File: src/rtl/pw_pkg.sv
package pw_pkg;
    localparam int unsigned VA_W    = 32;
    localparam int unsigned OFF_W   = 12;
    localparam int unsigned IDX_W   = 10;
    localparam int unsigned ENT_LOG = 2;
    localparam int unsigned FRAME_W = VA_W - OFF_W;
    localparam int unsigned RING_W  = 2;

    localparam int unsigned FLG_P = 0;
    localparam int unsigned FLG_W = 1;
    localparam int unsigned FLG_U = 2;
    localparam int unsigned FLG_A = 5;
    localparam int unsigned FLG_D = 6;

    typedef enum logic [2:0] {
        ST_IDLE, ST_RD_DIR, ST_RD_TBL, ST_WB_DIR, ST_WB_TBL, ST_RESP
    } walk_st_t;

    typedef enum logic [1:0] {
        FLT_NONE   = 2'd0,
        FLT_ABSENT = 2'd1,
        FLT_USER   = 2'd2,
        FLT_WRITE  = 2'd3
    } fault_t;

    typedef struct packed {
        logic [VA_W-1:0] lin;
        logic            wr;
        logic            user;
    } walk_req_t;

    function automatic logic [IDX_W-1:0] dir_idx(input logic [VA_W-1:0] lin);
        return lin[VA_W-1 -: IDX_W];
    endfunction

    function automatic logic [IDX_W-1:0] tbl_idx(input logic [VA_W-1:0] lin);
        return lin[OFF_W +: IDX_W];
    endfunction

    function automatic logic [VA_W-1:0] entry_addr(input logic [FRAME_W-1:0] frame,
                                                   input logic [IDX_W-1:0]   idx);
        return {frame, idx, {ENT_LOG{1'b0}}};
    endfunction
endpackage

File: src/rtl/pw_root_reg.sv
module pw_root_reg
    import pw_pkg::*;
(
    input  logic               clk,
    input  logic               rst,
    input  logic               ld_i,
    input  logic [RING_W-1:0]  ring_i,
    input  logic [VA_W-1:0]    val_i,
    output logic [FRAME_W-1:0] frame_o
);
    logic unused_low_bits;
    assign unused_low_bits = ^val_i[OFF_W-1:0];

    always_ff @(posedge clk) begin
        if (rst)
            frame_o <= '0;
        else if (ld_i && ring_i == '0)
            frame_o <= val_i[VA_W-1:OFF_W];
    end
endmodule

File: src/rtl/pw_perm_check.sv
module pw_perm_check
    import pw_pkg::*;
(
    input  logic            wr_i,
    input  logic            user_i,
    input  logic [VA_W-1:0] dir_ent_i,
    input  logic [VA_W-1:0] tbl_ent_i,
    output fault_t          code_o,
    output logic [VA_W-1:0] dir_next_o,
    output logic [VA_W-1:0] tbl_next_o,
    output logic            dir_upd_o,
    output logic            tbl_upd_o
);
    logic both_user, both_write, both_here;

    assign both_here  = dir_ent_i[FLG_P] & tbl_ent_i[FLG_P];
    assign both_user  = dir_ent_i[FLG_U] & tbl_ent_i[FLG_U];
    assign both_write = dir_ent_i[FLG_W] & tbl_ent_i[FLG_W];

    always_comb begin
        if (!both_here)
            code_o = FLT_ABSENT;
        else if (user_i && !both_user)
            code_o = FLT_USER;
        else if (wr_i && !both_write)
            code_o = FLT_WRITE;
        else
            code_o = FLT_NONE;
    end

    always_comb begin
        dir_next_o        = dir_ent_i;
        dir_next_o[FLG_A] = 1'b1;
        tbl_next_o        = tbl_ent_i;
        tbl_next_o[FLG_A] = 1'b1;
        if (wr_i)
            tbl_next_o[FLG_D] = 1'b1;
    end

    assign dir_upd_o = (dir_next_o != dir_ent_i);
    assign tbl_upd_o = (tbl_next_o != tbl_ent_i);
endmodule

File: src/rtl/pw_walk_fsm.sv
module pw_walk_fsm
    import pw_pkg::*;
(
    input  logic               clk,
    input  logic               rst,
    input  logic [FRAME_W-1:0] root_i,
    input  logic               req_valid_i,
    input  walk_req_t          req_i,
    output logic               busy_o,
    output logic               rsp_valid_o,
    output fault_t             rsp_code_o,
    output logic [VA_W-1:0]    rsp_paddr_o,
    output logic               mem_req_o,
    output logic               mem_we_o,
    output logic [VA_W-1:0]    mem_addr_o,
    output logic [VA_W-1:0]    mem_wdata_o,
    input  logic               mem_ack_i,
    input  logic [VA_W-1:0]    mem_rdata_i
);
    walk_st_t        st;
    walk_req_t       req_q;
    logic [VA_W-1:0] dir_addr_q, tbl_addr_q, dir_ent_q;
    logic [VA_W-1:0] dir_wb_q, tbl_wb_q;
    logic            tbl_upd_q;

    fault_t          chk_code;
    logic [VA_W-1:0] dir_next, tbl_next;
    logic            dir_upd, tbl_upd;

    pw_perm_check u_perm (
        .wr_i       (req_q.wr),
        .user_i     (req_q.user),
        .dir_ent_i  (dir_ent_q),
        .tbl_ent_i  (mem_rdata_i),
        .code_o     (chk_code),
        .dir_next_o (dir_next),
        .tbl_next_o (tbl_next),
        .dir_upd_o  (dir_upd),
        .tbl_upd_o  (tbl_upd)
    );

    always_ff @(posedge clk) begin
        if (rst) begin
            st          <= ST_IDLE;
            req_q       <= '0;
            dir_addr_q  <= '0;
            tbl_addr_q  <= '0;
            dir_ent_q   <= '0;
            dir_wb_q    <= '0;
            tbl_wb_q    <= '0;
            tbl_upd_q   <= 1'b0;
            rsp_code_o  <= FLT_NONE;
            rsp_paddr_o <= '0;
        end else begin
            case (st)
                ST_IDLE: if (req_valid_i) begin
                    req_q      <= req_i;
                    dir_addr_q <= entry_addr(root_i, dir_idx(req_i.lin));
                    st         <= ST_RD_DIR;
                end
                ST_RD_DIR: if (mem_ack_i) begin
                    dir_ent_q <= mem_rdata_i;
                    if (!mem_rdata_i[FLG_P]) begin
                        rsp_code_o  <= FLT_ABSENT;
                        rsp_paddr_o <= '0;
                        st          <= ST_RESP;
                    end else begin
                        tbl_addr_q <= entry_addr(mem_rdata_i[VA_W-1:OFF_W], tbl_idx(req_q.lin));
                        st         <= ST_RD_TBL;
                    end
                end
                ST_RD_TBL: if (mem_ack_i) begin
                    rsp_code_o <= chk_code;
                    if (chk_code != FLT_NONE) begin
                        rsp_paddr_o <= '0;
                        st          <= ST_RESP;
                    end else begin
                        rsp_paddr_o <= {mem_rdata_i[VA_W-1:OFF_W], req_q.lin[OFF_W-1:0]};
                        dir_wb_q    <= dir_next;
                        tbl_wb_q    <= tbl_next;
                        tbl_upd_q   <= tbl_upd;
                        if (dir_upd)      st <= ST_WB_DIR;
                        else if (tbl_upd) st <= ST_WB_TBL;
                        else              st <= ST_RESP;
                    end
                end
                ST_WB_DIR: if (mem_ack_i)
                    st <= tbl_upd_q ? ST_WB_TBL : ST_RESP;
                ST_WB_TBL: if (mem_ack_i)
                    st <= ST_RESP;
                default: st <= ST_IDLE;
            endcase
        end
    end

    assign busy_o      = (st != ST_IDLE);
    assign rsp_valid_o = (st == ST_RESP);
    assign mem_req_o   = (st == ST_RD_DIR) || (st == ST_RD_TBL) ||
                         (st == ST_WB_DIR) || (st == ST_WB_TBL);
    assign mem_we_o    = (st == ST_WB_DIR) || (st == ST_WB_TBL);
    assign mem_addr_o  = (st == ST_RD_DIR || st == ST_WB_DIR) ? dir_addr_q : tbl_addr_q;
    assign mem_wdata_o = (st == ST_WB_DIR) ? dir_wb_q : tbl_wb_q;
endmodule

File: src/rtl/pw_walker.sv
module pw_walker
    import pw_pkg::*;
(
    input  logic        clk,
    input  logic        rst,
    input  logic        root_ld_i,
    input  logic [1:0]  root_ring_i,
    input  logic [31:0] root_val_i,
    input  logic        req_valid_i,
    input  logic [31:0] req_lin_i,
    input  logic        req_wr_i,
    input  logic        req_user_i,
    output logic        req_busy_o,
    output logic        rsp_valid_o,
    output logic [1:0]  rsp_code_o,
    output logic [31:0] rsp_paddr_o,
    output logic        mem_req_o,
    output logic        mem_we_o,
    output logic [31:0] mem_addr_o,
    output logic [31:0] mem_wdata_o,
    input  logic        mem_ack_i,
    input  logic [31:0] mem_rdata_i
);
    logic [FRAME_W-1:0] root_frame;
    walk_req_t          req_in;
    fault_t             code;

    assign req_in = '{lin: req_lin_i, wr: req_wr_i, user: req_user_i};

    pw_root_reg u_root (
        .clk     (clk),
        .rst     (rst),
        .ld_i    (root_ld_i),
        .ring_i  (root_ring_i),
        .val_i   (root_val_i),
        .frame_o (root_frame)
    );

    pw_walk_fsm u_fsm (
        .clk         (clk),
        .rst         (rst),
        .root_i      (root_frame),
        .req_valid_i (req_valid_i),
        .req_i       (req_in),
        .busy_o      (req_busy_o),
        .rsp_valid_o (rsp_valid_o),
        .rsp_code_o  (code),
        .rsp_paddr_o (rsp_paddr_o),
        .mem_req_o   (mem_req_o),
        .mem_we_o    (mem_we_o),
        .mem_addr_o  (mem_addr_o),
        .mem_wdata_o (mem_wdata_o),
        .mem_ack_i   (mem_ack_i),
        .mem_rdata_i (mem_rdata_i)
    );

    assign rsp_code_o = code;
endmodule

File: config.mk
export PLATFORM = sky130hd
export DESIGN_NAME = pw_walker
export DESIGN_NICKNAME = d
export VERILOG_FILES = /design/src/rtl/pw_pkg.sv /design/src/rtl/pw_root_reg.sv /design/src/rtl/pw_perm_check.sv /design/src/rtl/pw_walk_fsm.sv /design/src/rtl/pw_walker.sv
export SDC_FILE = /design/constraint.sdc
export NUM_CORES = 1
export LEC_CHECK = 0
export BUFFER_PORTS_ARGS = -buffer_cell sky130_fd_sc_hd__buf_2
export CAP_MARGIN = 40
export CORE_MARGIN = 10
export CORE_UTILIZATION = 54
export DETAILED_ROUTE_END_ITERATION = 10
export PLACE_DENSITY = 0.85
export SYNTH_ARGS = -nofsm -noshare
export SYNTH_HDL_FRONTEND = slang
export SYNTH_SLANG_ARGS = --single-unit
File: constraint.sdc
create_clock -name clk -period 2.1 [get_ports clk]
set_clock_uncertainty 0.05 [all_clocks]
set_input_delay 0.105 -clock clk [delete_from_list [all_inputs] [get_ports clk]]
set_output_delay 0.105 -clock clk [all_outputs]
set_load 0.005 [all_outputs]
# After elaboration in Yosys (flattened, before gate mapping)

Index checks and enable logic that the tools add are counted.

Register bits: 238
Input bits: 105
Output and inout bits: 102

Equality and inequality tests: 12
Muxes and demuxes: 26
Bitwise operators: 4
Reduce and logical (&&, ||, !) cells: 21

Operators with widths:

| kind                                                                   | number |
|---|---|
| 32-bit 2-to-1 mux                                                      | 6 |
| 32-bit case mux with 2 select lines                                    | 1 |
| 3-bit 2-to-1 mux                                                       | 8 |
| 3-bit case mux with 5 select lines                                     | 1 |
| 2-bit 2-to-1 mux                                                       | 6 |
| 2-bit != test (second input constant)                                  | 6 |
| 3-bit by 2-bit equality test with 1-bit output (second input constant) | 2 |
| 3-bit equality test (second input constant)                            | 2 |
| 3-bit AND reduction                                                    | 2 |
| 1-bit logical OR                                                       | 5 |
| 5-bit AND reduction                                                    | 1 |
| 2-bit case mux with 2 select lines                                     | 1 |
| 2-bit AND reduction                                                    | 2 |
| 4-bit AND reduction                                                    | 1 |
| 2-bit nonzero test                                                     | 2 |
| 1-bit AND                                                              | 3 |
| 3-bit by 1-bit equality test with 1-bit output (second input constant) | 1 |
| 1-bit logical AND                                                      | 3 |
| 3-bit logical NOT                                                      | 1 |
| 1-bit 2-to-1 mux                                                       | 3 |
| 3-bit nonzero test                                                     | 1 |
| 1-bit logical NOT                                                      | 2 |
| 2-bit logical NOT                                                      | 1 |
| 2-bit != test                                                          | 1 |
| 1-bit NOT                                                              | 1 |

# Logic depth before layout (Yosys ltp)

Depth after elaboration: 10
Depth in mapped cells: 8
Gate-level depth less buffers: 4

# By module

From an unflattened synthesis, not the netlist that was laid out.

Cells, all modules: 1191
Area, all modules: 10136.0 um2

By module, submodules not included:

| module        | times used | cells an instance | area each (um2) |
|---|---|---|---|
| pw_walk_fsm   | 1          | 1031              | 8682.1 |
| pw_root_reg   | 1          | 87                | 907.1 |
| pw_perm_check | 1          | 73                | 546.8 |

# Least setup slack after synthesis

No wires, ideal clock.

Kind: reg2reg
Start point: register u_fsm.st[2]
End point: register u_fsm.dir_wb_q[24]
Library setup time: 0.070 ns
Arrival: 1.433 ns
Path slack: 0.546 ns
Cell stages (with the launch flop): 9
Buffers on the path: 4
Period minus slack after synthesis: 1.554 ns
Cell sequence: dfxtp_1 -> buf_2 -> nor3b_4 -> and4b_1 -> buf_2 -> buf_6 -> buf_6 -> nand3_1 -> a21oi_1

Longest elaborated chain between the ends: 2

Ends and longest elaborated chain:

| element                                        | RTL line          | source |
|---|---|---|
| from (decl)                                    | pw_walk_fsm.sv:20 | `walk_st_t st;` |
| from (signal assigned)                         | pw_walk_fsm.sv:88 | `st <= tbl_upd_q ? ST_WB_TBL : ST_RESP;` |
| 3-bit by 2-bit equality test with 1-bit output | pw_walk_fsm.sv:55 | `case (st)` |
| 3-bit AND reduction (no source line)           | -                 |  |
| to (signal assigned)                           | pw_walk_fsm.sv:79 | `dir_wb_q <= dir_next;` |
| to (decl)                                      | pw_walk_fsm.sv:23 | `logic [VA_W-1:0] dir_wb_q, tbl_wb_q;` |

Every way passes these cells.
A chain may end at the register's enable or synchronous reset.

# Worst setup path after layout

Start point: register u_fsm.st[0]
End point: output mem_addr_o[18]

Longest elaborated chain between the ends: 3
Elaborated cells on any way between the ends: 4

Ends and longest elaborated chain:

| element                                                                                                          | RTL line           | source |
|---|---|---|
| 3-bit by 1-bit equality test with 1-bit output or 3-bit by 2-bit equality test with 1-bit output (tied branches) | pw_walk_fsm.sv:101 | `assign mem_addr_o = (st == ST_RD_DIR \|\| st == ST_WB_DIR) ? dir_addr_q : tbl_addr_q;` |
| 1-bit logical OR *                                                                                               | pw_walk_fsm.sv:101 |  |
| 32-bit 2-to-1 mux *                                                                                              | pw_walk_fsm.sv:101 |  |
| to (decl)                                                                                                        | pw_walker.sv:19    | `output logic [31:0] mem_addr_o,` |

Mark *: on every way between the ends. The rest lies on a longest branch, timed or not.

==> flow_summary.json <==
{
  "grt_pass1_wl_mm": 46.4,
  "synth_flop_cell": "dfxtp_1",
  "final.period_utilization": 0.971,
  "async_flop_share": 0,
  "p_leak_nw": 4.93,
  "netlist_area_sq_um": 9350,
  "worstSetupPathType": "reg -> out",
  "drv_slew": 0,
  "area_growth_pct": 30.3,
  "period_needed_ns": 2.04,
  "grt-ovfl-total": 0,
  "grt_pass1_vias": 9367,
  "worst-path-buf-inv": 2,
  "clockRootBuffer": "clkbuf_16",
  "antenna_found_initial": 6,
  "drc": 0,
  "slew_headroom": 0.485,
  "final-seq-area_sq_um": 4750,
  "core_sq_um": 17100,
  "totalWireLength_mm": 29.8,
  "row_count": 48,
  "cp_cell_sequence": "nor2b_2 > buf_4 > nand2_1 > nand2_1 > buf_2",
  "tightest_slew_ns": 0.773,
  "path_delay_family": "buffers and inverters",
  "cts_made_buffers": 24,
  "drtIter0Drc": 806,
  "die_h_um": 152,
  "vdd_drop_max_mv": 0.670,
  "firstDrtPassIters": 5,
  "fin_nets": 1547,
  "hold_class": "in -> reg",
  "final_area_sq_um": 12200,
  "clk_latency_ns": 0.51,
  "r2r_start": "u_fsm.st[0]",
  "gp_congestion": 0.812,
  "die_w_um": 152,
  "yosys_warnings": 0,
  "multi_input_area_sq_um": 4120,
  "synth_cell_type_count": 39,
  "wire_per_inst_um": 17.6,
  "regToRegSetupSlack_ns": 0.14,
  "critPathLaunchType": "flip-flop",
  "hold_slack_ns": 0.0120,
  "die-area_sq_um": 23000,
  "antenna_left": 0,
  "cts.sinks": 237,
  "crit_start": "u_fsm.st[0]",
  "io_pins": 207,
  "finalSetupViolCount": 0,
  "r2r_cells": 5,
  "rsz0062_at_grt": "false",
  "synth_area_per_cell_sq_um": 7.72,
  "finalSetupTns_ns": 0,
  "nFillCells": 1211,
  "slowest_stage": "dfxtp_2",
  "synth.yosys.seq_area_share": 0.508,
  "cp-end-kind": "output port",
  "drive_above_1_share": 0.209,
  "maxCapViolations": 0,
  "port-buffer-count": 192,
  "grtUsageTotal": 0.247,
  "vias_per_cell": 5.66,
  "status": "finished, final reports clean",
  "synth_cells": 1210,
  "hpwl_mm": 17.8,
  "max_stage_delay_ns": 0.41,
  "worst_path_most_repeated_cell": "nand2_1",
  "crit_required_ns": 1.95,
  "worstSetupEndpoint": "mem_addr_o[18]",
  "cp.depth": 5,
  "r2r_end": "u_fsm.rsp_paddr_o[12]",
  "grt_max_degree": 79,
  "power_density_nw_per_um2": 810,
  "max_freq_ghz": 0.491,
  "place_area_sq_um": 10500,
  "cts.path.max_buffers": 3,
  "p_total_mw": 9.87,
  "synth_seq_cells": 237,
  "vias": 9566,
  "initial_core_util": 0.546,
  "synth_enable_flop_cells": 0,
  "cp_data_arrival_time_ns": 1.88,
  "hold_viol_final": 0,
  "cts.clk_slew.worst_paths_ns": 0.06,
  "path_max_fanout": 31,
  "cts_tree": "yes",
  "htreeDepth": 1
}
-- metal layers --
layer	track usage	routed length [um]	part of all wire
met5	0	0	0
met4	0.140	1550	0.052
met3	0.0496	2490	0.084
met2	0.428	14900	0.50
met1	0.277	10900	0.37
-- worst min-delay path by stage --
stage / from / depth (start not counted) / end / slack, ns
after floorplan: req_user_i / 2 / u_fsm.req_q[0] / 0.19
after global placement: req_lin_i[26] / 3 / u_fsm.dir_addr_q[6] / 0.29
after detailed placement: req_lin_i[0] / 3 / u_fsm.req_q[2] / 0.30
after CTS: rst / 2 / u_fsm.dir_addr_q[23] / 0.004
after global routing: rst / 2 / u_fsm.tbl_addr_q[29] / 0.04
final: rst / 2 / u_fsm.dir_addr_q[26] / 0.01
-- worst reg2reg max path, stage by stage, from the launching register on --
cell and delay (ns):
dfxtp_2 0.41, nor3b_1 0.46, o21a_2 0.30, buf_4 0.29, nand3_1 0.17, a21oi_1 0.20
-- kinds of logic (layout without fill, tap and decap cells) --
| family | after synthesis | in the layout | synth area share |
|---|---|---|---|
| other | 1 | 8 | 0.000401 |
| and+or+nand+nor | 508 | 508 | 0.223 |
| xor gates and xnor gates | 1 | 1 | 0.000937 |
| muxes | 30 | 30 | 0.0361 |
| buffers and inverters | 114 | 361 | 0.0561 |
| DFF | 237 | 237 | 0.508 |
| AOI/OAI and AO/OA | 319 | 319 | 0.175 |
-- power breakdown --
part | switching, mW | leakage [nW] | internal, mW | total (mW)
logic | 0.611 | 2.64 | 0.399 | 1.01
clock network | 1.72 | 0.375 | 2.44 | 4.16
registers | 0.0769 | 1.92 | 4.62 | 4.70
total | 2.41 | 4.93 | 7.46 | 9.87
-- cell usage in the layout, fill, tap and decap left out, types with 2 or more instances in the layout --
master and n:
a211oi_1 2, a21bo_2 2, a21oi_1 240, a31oi_1 2, and2_1 2, buf_12 11
buf_2 191, buf_4 21, buf_6 2, clkbuf_1 7, clkbuf_16 25, clkbuf_8 4
clkinv_2 4, conb_1 2, dfxtp_1 235, dfxtp_2 2, diode_2 6, dlygate4sd3_1 87
inv_1 7, mux2_2 30, nand2_1 403, nand2_2 2, nand2b_1 2, nand3_1 77
nor2_1 4, nor2b_1 6, nor3_1 2, o21ai_0 62, o22ai_1 3, o31ai_1 2
-- repair_timing --
| item | in CTS | in global routing |
|---|---|---|
| setup buffers | 0 | 0 |
| setup endpoints to repair | 60 | 26 |
| hold buffers | 87 | 0 |
| endpoints found under the hold margin | 156 | 0 |
| gates resized for setup | 3 | 1 |
-- cell usage after synthesis, types with 2 or more instances --
master / instances / area share
a211oi_1: 2 / 0.0016
a21bo_2: 2 / 0.0021
a21oi_1: 240 / 0.13
a31oi_1: 2 / 0.0013
and2_1: 3 / 0.0020
buf_1: 3 / 0.0012
buf_2: 33 / 0.018
buf_4: 8 / 0.0064
buf_6: 3 / 0.0036
clkbuf_1: 58 / 0.023
clkbuf_2: 2 / 0.0011
dfxtp_1: 237 / 0.51
inv_1: 7 / 0.0028
mux2_2: 30 / 0.036
nand2_1: 405 / 0.16
nand2b_1: 2 / 0.0013
nand3_1: 77 / 0.041
nor2_1: 4 / 0.0016
nor2b_1: 7 / 0.0047
nor3_1: 2 / 0.0011
o21ai_0: 62 / 0.033
o22ai_1: 3 / 0.0020
o31ai_1: 2 / 0.0016
-- final cells by class --
class                      count  share of cell area
clock buffer                  36              0.0580
multi-input combinational    860               0.338
inverter                       7             0.00216
tap                          225              0.0231
clock inverter                 6             0.00473
antenna                        6             0.00123
sequential                   237               0.390
timing repair buffer         312               0.183
-- state kept, by name, summed over array words and instances, names as in the netlist, 3 cells and up --
register,count
u_fsm.dir_wb_q,32
u_fsm.req_q,24
u_fsm.st,3
u_fsm.dir_addr_q,30
u_fsm.rsp_paddr_o,32
u_fsm.tbl_wb_q,31
u_fsm.tbl_addr_q,30
u_fsm.dir_ent_q,32
u_root.frame_o,20
-- per-stage QoR --
| step | std cells | util | setup slack, ns |
|---|---|---|---|
| 5_1_grt | 1689 | 0.712 | 0.00644 |
| 6_report | 1689 | 0.712 | 0.0619 |
| 3_3_place_gp | 1554 | 0.615 | 0.250 |
| 3_5_place_dp | 1554 | 0.615 | 0.193 |
| 2_1_floorplan | 1211 | - | 0.546 |
| 4_1_cts | 1683 | 0.711 | 0.0285 |
Power figures use the tool's default switching activity.
